`src/rtl/rtc_irq_ctrl.sv`:
```
module rtc_irq_ctrl #(
  parameter int AW = 8,
  parameter logic [AW-1:0] CTRL_ADDR = AW'('h0B),
  parameter logic [AW-1:0] STAT_ADDR = AW'('h0C)
) (
  input  logic          clk,
  input  logic          pwr_rst_n,
  input  logic          host_rst,
  input  logic          ram_valid,
  input  logic [AW-1:0] addr,
  input  logic [7:0]    wdata,
  input  logic          wr_en,
  input  logic          rd_en,
  output logic [7:0]    rdata,
  input  logic          upd_evt,
  input  logic          tap_evt,
  input  logic          alm_evt,
  input  logic [3:0]    rate_sel,
  output logic          irq,
  output logic          freeze
);

  logic set_q, uie_q, aie_q, pie_q;
  logic uf_q, af_q, pf_q;

  logic ctrl_wr, ctrl_rd, stat_rd, tap_live;
  assign ctrl_wr  = wr_en && (addr == CTRL_ADDR);
  assign ctrl_rd  = rd_en && (addr == CTRL_ADDR);
  assign stat_rd  = rd_en && (addr == STAT_ADDR);
  assign tap_live = tap_evt && (rate_sel != 4'd0);

  always_ff @(posedge clk or negedge pwr_rst_n) begin
    if (!pwr_rst_n) begin
      set_q <= 1'b0;
      uie_q <= 1'b0;
      pie_q <= 1'b0;
      aie_q <= 1'b0;
    end else begin
      if (ctrl_wr) set_q <= wdata[7];
      if (host_rst) begin
        uie_q <= 1'b0;
        pie_q <= 1'b0;
      end else if (ctrl_wr) begin
        uie_q <= wdata[4];
        pie_q <= wdata[6];
      end
      if (!ram_valid)   aie_q <= 1'b0;
      else if (ctrl_wr) aie_q <= wdata[5];
    end
  end

  always_ff @(posedge clk or negedge pwr_rst_n) begin
    if (!pwr_rst_n) begin
      uf_q <= 1'b0;
      pf_q <= 1'b0;
      af_q <= 1'b0;
    end else begin
      if (host_rst)     uf_q <= 1'b0;
      else if (upd_evt) uf_q <= 1'b1;
      else if (stat_rd) uf_q <= 1'b0;

      if (host_rst)      pf_q <= 1'b0;
      else if (tap_live) pf_q <= 1'b1;
      else if (stat_rd)  pf_q <= 1'b0;

      if (!ram_valid)   af_q <= 1'b0;
      else if (alm_evt) af_q <= 1'b1;
      else if (stat_rd) af_q <= 1'b0;
    end
  end

  assign irq    = (uie_q & uf_q) | (aie_q & af_q) | (pie_q & pf_q);
  assign freeze = set_q;

  always_comb begin
    rdata = 8'h00;
    if (ctrl_rd)      rdata = {set_q, pie_q, aie_q, uie_q, 4'b0000};
    else if (stat_rd) rdata = {irq, pf_q, af_q, uf_q, 4'b0000};
  end

endmodule

```
`config.mk`:
```
export PLATFORM = sky130hd
export DESIGN_NAME = rtc_irq_ctrl
export DESIGN_NICKNAME = d
export VERILOG_FILES = /design/src/rtl/rtc_irq_ctrl.sv
export SDC_FILE = /design/constraint.sdc
export NUM_CORES = 1
export LEC_CHECK = 0
export BUFFER_PORTS_ARGS = -buffer_cell sky130_fd_sc_hd__buf_4
export CORE_AREA = 8 8 46 48
export CTS_BUF_LIST = sky130_fd_sc_hd__clkbuf_8 sky130_fd_sc_hd__clkbuf_16
export CTS_CLUSTER_DIAMETER = 50
export DETAILED_ROUTE_END_ITERATION = 16
export DIE_AREA = 0 0 54 56
export MAX_ROUTING_LAYER = met4
export PLACE_DENSITY = 0.71
export SYNTH_ARGS = -nofsm -noshare
export SYNTH_HDL_FRONTEND = slang
export SYNTH_SLANG_ARGS = --single-unit
```
`constraint.sdc`:
```
create_clock -name clk -period 1.5 [get_ports clk]
set_input_delay 0.225 -clock clk [delete_from_list [all_inputs] [get_ports clk]]
set_output_delay 0.225 -clock clk [all_outputs]
set_load 0.05 [all_outputs]
```
==> results.json <==
{
  "numCtsBuffers": 3,
  "drive_gt1_share_pct": 60.42,
  "h-tree-depth": 1,
  "yosys-top-cells-area": "dfrtp_1 37%, mux2i_1 6.3%, buf_4 6.3%",
  "ios": 39,
  "cts_tree": "done",
  "syn_avg_cell_area_um2": 9.879,
  "postSynthCellCount": 48,
  "seq_area_um2": 175.2,
  "maxSlewViolCount": 0,
  "design_area_um2": 945.9,
  "fin_nets": 126,
  "synth_top_cells_by_count": "7 x dfrtp_1, 6 x nor2_1, 4 x buf_4, 4 x nand2b_1",
  "worstPathMaxFanout": 2,
  "timing.rr.end": "pie_q$_DFFE_PN0P_",
  "leakagePower_nw": 0.4421,
  "clkSlewWorstSetupHoldPaths_ps": 40,
  "first_pass_iters": 4,
  "synth_most_common_cell": "dfrtp_1",
  "ir_drop_mv": 0.5256,
  "hold_viol": 0,
  "synth_top_area_share_pct": 36.94,
  "gp_congestion": 0.7914,
  "grt_start_max_net_pins": 8,
  "ys.warnings.count": 0,
  "clk_path_buf_depth": 2,
  "multi_input_area_um2": 326.6,
  "hold_ws_ps": 177.2,
  "track_usage_pct": 11.83,
  "die_x_um": 54,
  "synth_cell_type_count": 25,
  "hold_path.startpoint": "host_rst",
  "synth_area_leader_cell": "dfrtp_1",
  "grt_pass1_wl_mm": 2.573,
  "start_util_pct": 33.01,
  "drtIter0Drc": 12,
  "synth-seq-area-share_pct": 36.94,
  "rrSetupSlack_ps": 640,
  "viasPerCell": 4.866,
  "synth_flop_cell": "dfrtp_1",
  "drt_wl_total_mm": 1.611,
  "rsz0062_at_grt": "yes",
  "fill_cells": 115,
  "power.density_nw_per_um2": 637.8,
  "critical_path_class": "reg2out",
  "grt-ovfl-total": 0,
  "grtUsageMet2_pct": 18.08,
  "use_met3_pct": 6.684,
  "period_share_pct": 115.6,
  "dieArea_um2": 3024,
  "die_h_um": 56,
  "top_usage_layer": "met2",
  "final-setup-viol-count": 5,
  "io_buffers": 30,
  "violations": "negative setup slack",
  "placed_area_um2": 815.8,
  "num_antenna_cells": 0,
  "antenna_left": 0,
  "cp-start-kind": "flop",
  "dp_hpwl_mm": 1.289,
  "synth.cell_area_um2": 474.2,
  "route.vias.total": 545,
  "post-route-min-period_ps": 1734,
  "worstPathRequired_ps": 1270,
  "utilization_pct": 65.85,
  "asyncSetResetFlopFracSynth_pct": 100.0,
  "maxCapViolations": 0,
  "grt_pass1_vias": 557,
  "root_buffer": "clkbuf_8",
  "clkSinkCount": 7,
  "core-area_um2": 1436,
  "status": "complete, but fails checks",
  "drc_errors": 0,
  "setup_ws_ps": -234.3,
  "synth-edff-count": 0,
  "place_ws_ps": -201.4,
  "skew_ps": 0,
  "min_to": "pf_q$_DFFE_PN0P_",
  "worstPathArrival_ps": 1510,
  "antenna_found_initial": 0,
  "timing.fmax_mhz": 576.6,
  "synthToLayoutAreaGrowth_pct": 99.47,
  "synth-seq-cells": 7,
  "end_kind": "output pin",
  "met1_usage_pct": 11.85,
  "r2r-start": "pie_q$_DFFE_PN0P_",
  "power_w": 0.0006033,
  "worst_skew_pair.late_latency_ps": 230,
  "hold_class": "in2reg",
  "row_count": 14,
  "wl_per_cell_um": 14.38,
  "r2r_cells": 4,
  "hold_path_depth": 2
}
sequential cells by signal, indices dropped and copies added (netlist names):
register  count
aie_q         1
uf_q          1
pie_q         1
uie_q         1
af_q          1
freeze        1
pf_q          1
cells in the final DEF, fill, tap and decap left out, drive strengths merged, types with 2 or more instances in the layout:
cell type | netlist | routed
nor2 | 6 | 6
nand2 | 2 | 2
mux2i | 3 | 3
nor3 | 2 | 2
clkbuf | 0 | 3
a22oi | 3 | 3
conb | 1 | 4
nand2b | 4 | 4
buf | 4 | 44
dfrtp | 7 | 7
nor4 | 2 | 2
worst max path at each step:
stage                 startpoint  endpoint  slack [ps]  cells after the start
2_1_floorplan            addr[4]  rdata[4]         -90                      3
3_3_place_gp             addr[4]  rdata[5]        -200                      5
3_5_place_dp             addr[4]  rdata[6]        -200                      5
4_1_cts         pf_q$_DFFE_PN0P_  rdata[7]        -170                      5
5_1_grt        pie_q$_DFFE_PN0P_  rdata[7]        -320                      5
6_report       pie_q$_DFFE_PN0P_  rdata[7]        -230                      5
timing repair:
item	in CTS	in global routing
setup buffers	2	1
pin swaps	7	6
setup endpoints to repair	5	5
hold endpoints to repair	7	0
resized for setup	11	1
hold buffers	1	0
logic make-up (layout without fill, tap and decap cells):
family / count (synthesis) / in the layout / share of synthesized area [%]
AOI/OAI and AO/OA: 9 / 9 / 14.25
buffers and inverters: 5 / 50 / 7.124
DFF: 7 / 7 / 36.94
muxes: 4 / 4 / 9.498
other: 1 / 4 / 0.7908
and+or+nand+nor: 22 / 22 / 31.40
area by class of cell:
class                           count  share of cell area (%)
Multi-Input combinational cell     39                   34.52
Tap cell                           16                   2.116
Clock buffer                        3                   4.365
Sequential cell                     7                   18.52
Timing Repair Buffer               45                   39.55
Clock inverter                      1                  0.5291
Inverter                            1                  0.3968
critical path, cell delays in order (launching register included):
cell       delay [ps]
dfrtp_1           370
a222oi_1          370
buf_4             200
a2bb2oi_4         150
nor2_4             40
buf_6             140
where the power goes:
part	switching (W)	internal [W]	total [W]
Combinational	0.0000632	0.0000695	0.000133
Sequential	0.00000513	0.000197	0.000202
Clock	0.0000886	0.000180	0.000269
Total	0.000157	0.000446	0.000603
through the flow:
| stage | TNS (ps) | cells |
|---|---|---|
| after floorplan | -382.3 | 51 |
| after global placement | -1097 | 104 |
| after detailed placement | -1244 | 104 |
| after CTS | -752.0 | 111 |
| after global routing | -977.5 | 112 |
| final | -750.8 | 112 |
per-layer routing:
layer	routed length, um	up-vias	share of wire (%)
li1	-	271	-
met1	564	242	35
met2	822	27	51
met3	197	5	12
met4	27	0	1.7
met5	0	-	0
Note: power is estimated with default switching activity, not from simulation.
